`config.mk`:
```
export PLATFORM = sky130hd
export DESIGN_NAME = rsp_bit_serializer
export DESIGN_NICKNAME = d
export VERILOG_FILES = /design/src/rtl/rsp_ser_pkg.sv /design/src/rtl/rsp_lvl_sync.sv /design/src/rtl/rsp_crc4.sv /design/src/rtl/rsp_shifter.sv /design/src/rtl/rsp_bit_serializer.sv
export SDC_FILE = /design/constraint.sdc
export NUM_CORES = 1
export LEC_CHECK = 0
export BUFFER_PORTS_ARGS = -buffer_cell sky130_fd_sc_hd__buf_2
export CORE_MARGIN = 2
export CORE_UTILIZATION = 53
export DETAILED_ROUTE_END_ITERATION = 10
export GPL_TIMING_DRIVEN = 0
export HOLD_SLACK_MARGIN = 0.1
export PLACE_DENSITY = 0.81
export SETUP_SLACK_MARGIN = 0.1
export SYNTH_ARGS = -nofsm -noshare
export SYNTH_HDL_FRONTEND = slang
export SYNTH_SLANG_ARGS = --single-unit
```
`constraint.sdc`:
```
create_clock -name clk -period 1.81 [get_ports clk]
set_input_delay 0.2715 -clock clk [delete_from_list [all_inputs] [get_ports clk]]
set_output_delay 0.2715 -clock clk [all_outputs]
set_load 0.02 [all_outputs]
```
`src/rtl/rsp_ser_pkg.sv`:
```
package rsp_ser_pkg;
  typedef enum logic [1:0] {
    LVL_IDLE = 2'b00,
    LVL_HIGH = 2'b01,
    LVL_LOW  = 2'b10,
    LVL_RSVD = 2'b11
  } bus_lvl_e;

  function automatic logic lvl_is_idle(input logic [1:0] l);
    return (l == LVL_IDLE) || (l == LVL_RSVD);
  endfunction
endpackage

```
`src/rtl/rsp_lvl_sync.sv`:
```
module rsp_lvl_sync #(
  parameter int SYNC_STAGES = 2
) (
  input  logic       clk,
  input  logic       rst_n,
  input  logic [1:0] lvl_raw,
  output logic       lvl_idle,
  output logic       frame_start,
  output logic       frame_end,
  output logic       fall
);
  import rsp_ser_pkg::*;

  logic [1:0] stg [SYNC_STAGES];
  logic [1:0] prev_q;
  logic [1:0] cur;

  genvar g;
  generate
    for (g = 0; g < SYNC_STAGES; g++) begin : g_stage
      if (g == 0) begin : g_first
        always_ff @(posedge clk or negedge rst_n)
          if (!rst_n) stg[g] <= LVL_IDLE;
          else        stg[g] <= lvl_raw;
      end else begin : g_next
        always_ff @(posedge clk or negedge rst_n)
          if (!rst_n) stg[g] <= LVL_IDLE;
          else        stg[g] <= stg[g-1];
      end
    end
  endgenerate

  assign cur = stg[SYNC_STAGES-1];

  always_ff @(posedge clk or negedge rst_n)
    if (!rst_n) prev_q <= LVL_IDLE;
    else        prev_q <= cur;

  assign lvl_idle    = lvl_is_idle(cur);
  assign frame_start = lvl_is_idle(prev_q) && !lvl_is_idle(cur);
  assign frame_end   = !lvl_is_idle(prev_q) && lvl_is_idle(cur);
  assign fall        = (prev_q == LVL_HIGH) && (cur == LVL_LOW);
endmodule

```
`src/rtl/rsp_crc4.sv`:
```
module rsp_crc4 #(
  parameter int          DATA_W  = 16,
  parameter int          SHORT_W = 8,
  parameter int          CRC_W   = 4,
  parameter logic [3:0]  POLY    = 4'b0011,
  parameter logic [3:0]  SEED    = 4'b1010
) (
  input  logic [DATA_W-1:0] word,
  input  logic              long_i,
  output logic [CRC_W-1:0]  crc
);
  always_comb begin
    logic [CRC_W-1:0] c;
    logic fb;
    c  = SEED[CRC_W-1:0];
    fb = 1'b0;
    for (int i = DATA_W - 1; i >= 0; i--) begin
      if (long_i || i < SHORT_W) begin
        fb = c[CRC_W-1] ^ word[i];
        c  = {c[CRC_W-2:0], 1'b0};
        if (fb) c = c ^ POLY[CRC_W-1:0];
      end
    end
    crc = c;
  end
endmodule

```
`src/rtl/rsp_shifter.sv`:
```
module rsp_shifter #(
  parameter int FRAME_W = 20,
  parameter int CNT_W   = 5
) (
  input  logic               clk,
  input  logic               rst_n,
  input  logic               load,
  input  logic [FRAME_W-1:0] load_frame,
  input  logic [CNT_W-1:0]   load_len,
  input  logic               shift,
  input  logic               clear,
  output logic               bit_q,
  output logic               active
);
  logic [FRAME_W-1:0] sh_q;
  logic [CNT_W-1:0]   left_q;

  always_ff @(posedge clk or negedge rst_n) begin
    if (!rst_n) begin
      sh_q   <= '0;
      left_q <= '0;
      bit_q  <= 1'b0;
      active <= 1'b0;
    end else if (clear) begin
      left_q <= '0;
      bit_q  <= 1'b0;
      active <= 1'b0;
    end else if (load) begin
      sh_q   <= load_frame;
      left_q <= load_len;
      bit_q  <= 1'b0;
      active <= 1'b1;
    end else if (shift) begin
      if (left_q != '0) begin
        bit_q  <= sh_q[FRAME_W-1];
        sh_q   <= sh_q << 1;
        left_q <= left_q - CNT_W'(1);
      end else begin
        bit_q  <= 1'b0;
      end
    end
  end
endmodule

```
`src/rtl/rsp_bit_serializer.sv`:
```
module rsp_bit_serializer #(
  parameter int         DATA_W      = 16,
  parameter int         SHORT_W     = 8,
  parameter int         CRC_W       = 4,
  parameter logic [3:0] CRC_SEED    = 4'b1010,
  parameter int         SYNC_STAGES = 2
) (
  input  logic              clk,
  input  logic              rst_n,
  input  logic [1:0]        bus_lvl,
  input  logic              rsp_valid,
  output logic              rsp_ready,
  input  logic [DATA_W-1:0] rsp_word,
  input  logic              rsp_long,
  output logic              sink_en,
  output logic              rsp_done
);
  localparam int LONG_LEN  = DATA_W + CRC_W;
  localparam int SHORT_LEN = SHORT_W + CRC_W;
  localparam int CNT_W     = $clog2(LONG_LEN + 1);

  logic lvl_idle, frame_start, frame_end, fall;
  logic held_q, held_long_q, active, bit_q, done_q;
  logic [DATA_W-1:0]   held_word_q;
  logic [CRC_W-1:0]    crc;
  logic [LONG_LEN-1:0] frame;
  logic [CNT_W-1:0]    frame_len;

  rsp_lvl_sync #(.SYNC_STAGES(SYNC_STAGES)) u_sync (
    .clk(clk), .rst_n(rst_n), .lvl_raw(bus_lvl), .lvl_idle(lvl_idle),
    .frame_start(frame_start), .frame_end(frame_end), .fall(fall)
  );

  rsp_crc4 #(.DATA_W(DATA_W), .SHORT_W(SHORT_W), .CRC_W(CRC_W),
             .POLY(4'b0011), .SEED(CRC_SEED)) u_crc (
    .word(held_word_q), .long_i(held_long_q), .crc(crc)
  );

  assign rsp_ready = !held_q;

  always_ff @(posedge clk or negedge rst_n) begin
    if (!rst_n) begin
      held_q      <= 1'b0;
      held_long_q <= 1'b0;
      held_word_q <= '0;
    end else if (rsp_valid && rsp_ready) begin
      held_q      <= 1'b1;
      held_long_q <= rsp_long;
      held_word_q <= rsp_word;
    end else if (frame_start && held_q) begin
      held_q      <= 1'b0;
    end
  end

  always_comb begin
    if (held_long_q) begin
      frame     = {held_word_q, crc};
      frame_len = CNT_W'(LONG_LEN);
    end else begin
      frame     = {held_word_q[SHORT_W-1:0], crc, {(DATA_W-SHORT_W){1'b0}}};
      frame_len = CNT_W'(SHORT_LEN);
    end
  end

  rsp_shifter #(.FRAME_W(LONG_LEN), .CNT_W(CNT_W)) u_shift (
    .clk(clk), .rst_n(rst_n), .load(frame_start && held_q),
    .load_frame(frame), .load_len(frame_len), .shift(fall),
    .clear(frame_end), .bit_q(bit_q), .active(active)
  );

  always_ff @(posedge clk or negedge rst_n)
    if (!rst_n) done_q <= 1'b0;
    else        done_q <= frame_end && active;

  assign rsp_done = done_q;
  assign sink_en  = bit_q && !lvl_idle;
endmodule

```
== Yosys cells after proc, flatten, opt, wreduce, memory -nomap -nowiden ==
Cells that the tools add are included.
Widths: inputs -> output; s select.

* Add/subtract/negate cells: 1
* Eq/ne operators: 4
* Multiplexer cells: 41
* Bitwise operators: 31
* Reduce and logical (&&, ||, !) cells: 23

{| class="wikitable"
|+ Operator list
! cell !! number
|-
| $mux 20 || 4
|-
| $mux 2 || 16
|-
| $mux 4 || 8
|-
| $not 2->2 || 15
|-
| $mux 5 || 5
|-
| $xor 1x1->1 || 15
|-
| $mux 1 || 8
|-
| $reduce_bool 2->1 || 4
|-
| $logic_and 1x1->1 || 7
|-
| $eq 2x2->1 const B || 3
|-
| $reduce_bool 3->1 || 2
|-
| $reduce_bool 5->1 || 1
|-
| $sub 5x1->5 const B || 1
|-
| $logic_not 2->1 || 2
|-
| $logic_not 1->1 || 3
|-
| $reduce_and 3->1 || 1
|-
| $eq 2x1->1 const B || 1
|-
| $logic_or 1x1->1 || 2
|-
| $reduce_and 2->1 || 1
|-
| $not 1->1 || 1
|}

* Register bits: 52
* Output and inout bits: 3
* Word-level logic and storage cells: 111

== Longest topological paths before layout ==
* Word-level depth: 41
* Gate-level depth with buffers: 9
* Gate-level depth less buffers: 8

== Modules after synthesis ==
Synthesis repeated with hierarchy kept, for this count alone.

* Cell total of the unflattened synthesis: 293
* Area, all modules: 3106.7 µm²

{| class="wikitable"
|+ By module, submodules not included
! module !! instances !! cells each !! area an instance (µm²) !! sequential area each (µm²)
|-
| rsp_shifter || 1 || 178 || 1557.7 || 675.6
|-
| rsp_bit_serializer || 1 || 70 || 979.7 || 475.5
|-
| rsp_crc4 || 1 || 32 || 365.4 || 0.0
|-
| rsp_lvl_sync || 1 || 13 || 203.9 || 150.1
|}

== Worst setup path after synthesis ==
No wires, ideal clock.

* Path kind: register -> register
* From: register u_sync.prev_q[0]
* To: register u_shift.sh_q[5]
* Setup time: 0.127 ns
* Arrival time: 1.759 ns
* Slack: -0.076 ns
* Cell stages (with the launch flop): 8
* Buffers on the path: 1
* Period minus slack after synthesis: 1.886 ns
* Path through: dfrtp_1 -> ha_1 -> inv_1 -> nor3_4 -> o21ai_4 -> buf_6 -> a222oi_1 -> inv_1

* Longest elaborated chain between the ends: 6

{| class="wikitable"
|+ RTL lines
! item !! RTL line !! source
|-
| start: declaration || rsp_lvl_sync.sv:15 || <nowiki>logic [1:0] prev_q;</nowiki>
|-
| start signal: assignment || rsp_lvl_sync.sv:37 || <nowiki>else prev_q <= cur;</nowiki>
|-
| $eq 2x2->1 or $logic_not 2->1 (tied branches) || rsp_ser_pkg.sv:10 || <nowiki>return (l == LVL_IDLE) || (l == LVL_RSVD);</nowiki>
|-
| $logic_or 1x1->1 || rsp_ser_pkg.sv:10 ||
|-
| $logic_and 1x1->1 or $logic_not 1->1 (tied branches) || rsp_lvl_sync.sv:40, rsp_lvl_sync.sv:41 ||
|-
| $logic_and 1x1->1 (on tied branches) || rsp_bit_serializer.sv:66, rsp_lvl_sync.sv:41 ||
|-
| $reduce_bool 2->1 (no line) or $not 1->1 (tied branches) || -- ||
|-
| $reduce_and 3->1 (no line) || -- ||
|-
| end signal: assignment || rsp_shifter.sv:29 || <nowiki>sh_q <= load_frame;</nowiki>
|-
| end signal: assignment || rsp_shifter.sv:36 || <nowiki>sh_q <= sh_q << 1;</nowiki>
|-
| end: declaration || rsp_shifter.sv:15 || <nowiki>logic [FRAME_W-1:0] sh_q;</nowiki>
|}

Parallel ways exist; a longest one is shown, timed or not.
A chain may end at the register's enable or synchronous reset.

== Worst setup path in the final report ==
* From: register u_shift.left_q[0]
* To: register u_shift.sh_q[14]

* Longest elaborated chain between the ends: 3

{| class="wikitable"
|+ RTL lines
! item !! RTL line !! source
|-
| start: declaration || rsp_shifter.sv:16 || <nowiki>logic [CNT_W-1:0] left_q;</nowiki>
|-
| start signal: assignment || rsp_shifter.sv:30 || <nowiki>left_q <= load_len;</nowiki>
|-
| start signal: assignment || rsp_shifter.sv:37 || <nowiki>left_q <= left_q - CNT_W'(1);</nowiki>
|-
| $reduce_bool 5->1 || rsp_shifter.sv:34 || <nowiki>if (left_q != '0) begin</nowiki>
|-
| $reduce_bool 2->1 (no line) || -- ||
|-
| $reduce_and 3->1 (no line) || -- ||
|}

No other way between the ends.

==> flow_summary.yaml <==
timing:
  setup_violations: 20
  setup_slack_ns: -0.118
  drv_slew: 0
  tightest_slew_ns: 1.13
  skew_ns: 0.0115
  slew_headroom: 0.249
  period_needed_ns: 1.93
  timing_hold_violations_final: 0
  rsz0062_at_grt: "true"
  max_freq_mhz: 519
  min_period_over_period: 1.07
  hold_slack_ns: 0.181
  setup_tns_ns: -1.33
floorplanning:
  rows: 26
  dieHeight_um: 76.1
  num_io_pins: 25
  fp.dieW_um: 76.1
  dieArea_um2: 5780
  start_util: 0.546
  core_area_um2: 5040
drt:
  wl_mm: 6.08
  drc_errors: 0
  ant_nets: 0
  wl_per_cell_um: 16.2
  drt_first_pass_iters: 4
  vias_per_cell: 5.36
  drt-initial-drc-count: 107
  vias: 2015
clock_network:
  cts_buffer_depth: 2
  cts_buffers: 5
  clock-root-buffer: "clkbuf_8"
  path_clk_slew_ns: 0.10
  cts_tree: "yes"
  cts.sinks: 52
  h-tree-depth: 2
  clk_latency_ns: 0.31
logic_synthesis:
  ys.warnings.count: 0
  ys_ff_latch: 52
  synth.distinct_cells: 43
  yosysSeqAreaShare: 0.473
  synthCells: 252
  syn_area_um2: 2750
  syn-num-nets: 279
  syn_area_per_cell_um2: 10.9
layout:
  drive_gt1_frac: 0.389
  diodes: 0
  layout.nets: 332
  area_growth_pct: 25.9
  fin_util: 0.687
setup_path:
  path_depth: 7
  worstSetupStartpoint: "u_shift.left_q[0]"
  rrSetupSlack_ns: -0.12
  worstPathArrival_ns: 2.12
  r2r_cells: 7
  critPathTopFamily: "simple AND/OR/NAND/NOR gates"
  slowest_stage: "or4b_4"
  worstSetupPathType: "reg -> reg"
  required_ns: 2.00
  crit_buf_inv: 1
  rr_endpoint: "u_shift.sh_q[14]"
  cpPeakStageDelay_ns: 0.48
  worstPathMaxFanout: 6
  endpoint: "u_shift.sh_q[14]"
  rr_startpoint: "u_shift.left_q[0]"
  worstPathCellList: "inv_2 > ha_4 > or4b_4 > nor2b_4 > o21ai_4 > a21oi_2 > a221o_1"
  cp-end-kind: "flop"
  start_kind: "flop"
global_routing:
  grt_pass1_wl_mm: 10.1
  antenna_found_initial: 0
  grt_pass1_vias: 2128
  grt_max_degree: 53
  grt.total_usage: 0.222
  overflow: 0
flow_run:
  maxCapViolCount: 0
power:
  ir_drop_mv: 1.50
  leakagePower_nw: 1.54
  powerDensity_nw_per_um2: 1830
  power_mw: 6.33
worst_hold_path:
  hold_class: "in -> async"
placed_design:
  gp_congestion: 0.832
  place_ws_ns: -0.266
  portBuffers: 24
  dp_hpwl_mm: 4.08
run_status:
  violations: "negative setup slack"
  status: "finished with violations"
where the power goes:
part	leakage (nW)	total, mW	internal [mW]	switching [mW]
combinational	0.866	3.64	2.01	1.63
clock	0.0445	0.678	0.311	0.367
sequential	0.631	2.01	1.57	0.438
routing by layer:
layer,vias up,track usage,share of wire
li1,961,-,-
met1,988,0.275,0.40
met5,-,0,0
met4,0,0.0782,0.020
met3,12,0.0450,0.044
met2,54,0.388,0.53
flip-flops by register name, summed over array words and instances, names as in the netlist:
register        flops
u_shift.bit_q       1
held_long_q         1
held_q              1
u_shift.sh_q       20
rsp_done            1
u_sync.stg          2
u_sync.cur          2
u_sync.prev_q       2
u_shift.active      1
u_shift.left_q      5
held_word_q        16
worst register-to-register path, delay by kind of cell (launching register included):
| family | cells | cell delay (ns) |
|---|---|---|
| buf+inv | 1 | 0.09 |
| fa+ha+maj | 1 | 0.12 |
| simple gates | 2 | 0.64 |
| compound gates | 3 | 0.55 |
| flops | 1 | 0.41 |
cells by family after synthesis:
| logic type | count (synthesis) | synth area share |
|---|---|---|
| simple gates | 60 | 0.104 |
| flops | 52 | 0.473 |
| compound gates | 47 | 0.111 |
| xor+xnor | 39 | 0.146 |
| mux | 27 | 0.106 |
| buf+inv | 22 | 0.0377 |
| fa+ha+maj | 5 | 0.0227 |
layout by cell type, fill, tap and decap left out, types with 6 or more instances in the layout:
master / netlist / routed
inv_1: 11 / 9
clkbuf_8: 0 / 6
nand2_1: 19 / 14
dfrtp_1: 52 / 49
xnor2_1: 22 / 18
buf_2: 2 / 27
o21ai_1: 1 / 9
xor2_1: 11 / 6
xnor2_2: 4 / 7
mux2_2: 17 / 17
a21oi_1: 13 / 10
nor2_1: 25 / 25
mux2i_1: 10 / 10
buf_4: 1 / 20
Yosys cell counts:
library cell / instances / area (µm²)
mux2i_1: 10 / 100
o21ai_1: 1 / 5.00
ha_1: 5 / 62.6
nor2_1: 25 / 93.8
o22ai_1: 1 / 6.26
xnor2_1: 22 / 193
xor3_1: 1 / 23.8
nor3_4: 1 / 16.3
a211oi_1: 1 / 7.51
nand2b_1: 1 / 6.26
buf_6: 2 / 22.5
o21ai_4: 1 / 16.3
nor4_1: 1 / 6.26
nand3b_1: 1 / 7.51
a31oi_1: 3 / 18.8
and2_1: 1 / 6.26
xnor2_2: 4 / 65.1
o32ai_1: 1 / 8.76
inv_1: 11 / 41.3
o22a_1: 1 / 8.76
a22o_1: 1 / 8.76
o211ai_1: 1 / 7.51
dfrtp_1: 52 / 1300
clkbuf_1: 6 / 22.5
a222oi_1: 4 / 40.0
xnor3_1: 1 / 22.5
o21ai_0: 13 / 65.1
or3_1: 2 / 12.5
and3_1: 1 / 6.26
o21a_1: 3 / 22.5
nand3_1: 2 / 10.0
nand2_1: 19 / 71.3
buf_2: 2 / 10.0
buf_4: 1 / 7.51
a221o_1: 1 / 10.0
o2bb2ai_1: 1 / 8.76
a21oi_1: 13 / 65.1
nor2b_1: 4 / 25.0
xor2_1: 11 / 96.3
a22oi_1: 1 / 7.51
or4b_1: 1 / 10.0
mux2_2: 17 / 191
nor2b_4: 1 / 13.8
final cells by class:
class	instances	area, µm²
flip-flops and latches	52	1310
fillers	379	1580
inverters	11	41.3
clock buffers	7	86.3
plain buffers	10	63.8
multi-input cells	178	1580
well taps	70	87.6
repair buffers	47	295
clock inverters	1	7.51
timing repair:
action	CTS	global route
pin swaps	9	13
setup endpoints to repair	36	26
hold buffers	2	0
gates cloned	0	1
endpoints found under the hold margin	2	0
buffers inserted	16	4
gates resized for setup	31	20
how the worst min path moves through the flow:
stage	to	slack, ns	cells past startpoint
5_1_grt	held_word_q[6]	0.18	2
4_1_cts	held_word_q[3]	0.19	2
2_1_floorplan	held_long_q	-0.02	0
3_3_place_gp	u_sync.cur[1]	0.34	0
6_report	held_q	0.18	1
3_5_place_dp	u_sync.cur[0]	0.34	0
per-stage QoR:
step	area (µm²)	std cells
floorplan	2800	252
global placement	3010	346
detailed placement	3010	346
CTS	3320	372
global route	3460	376
finish	3460	376
(Power assumes the default switching activity.)
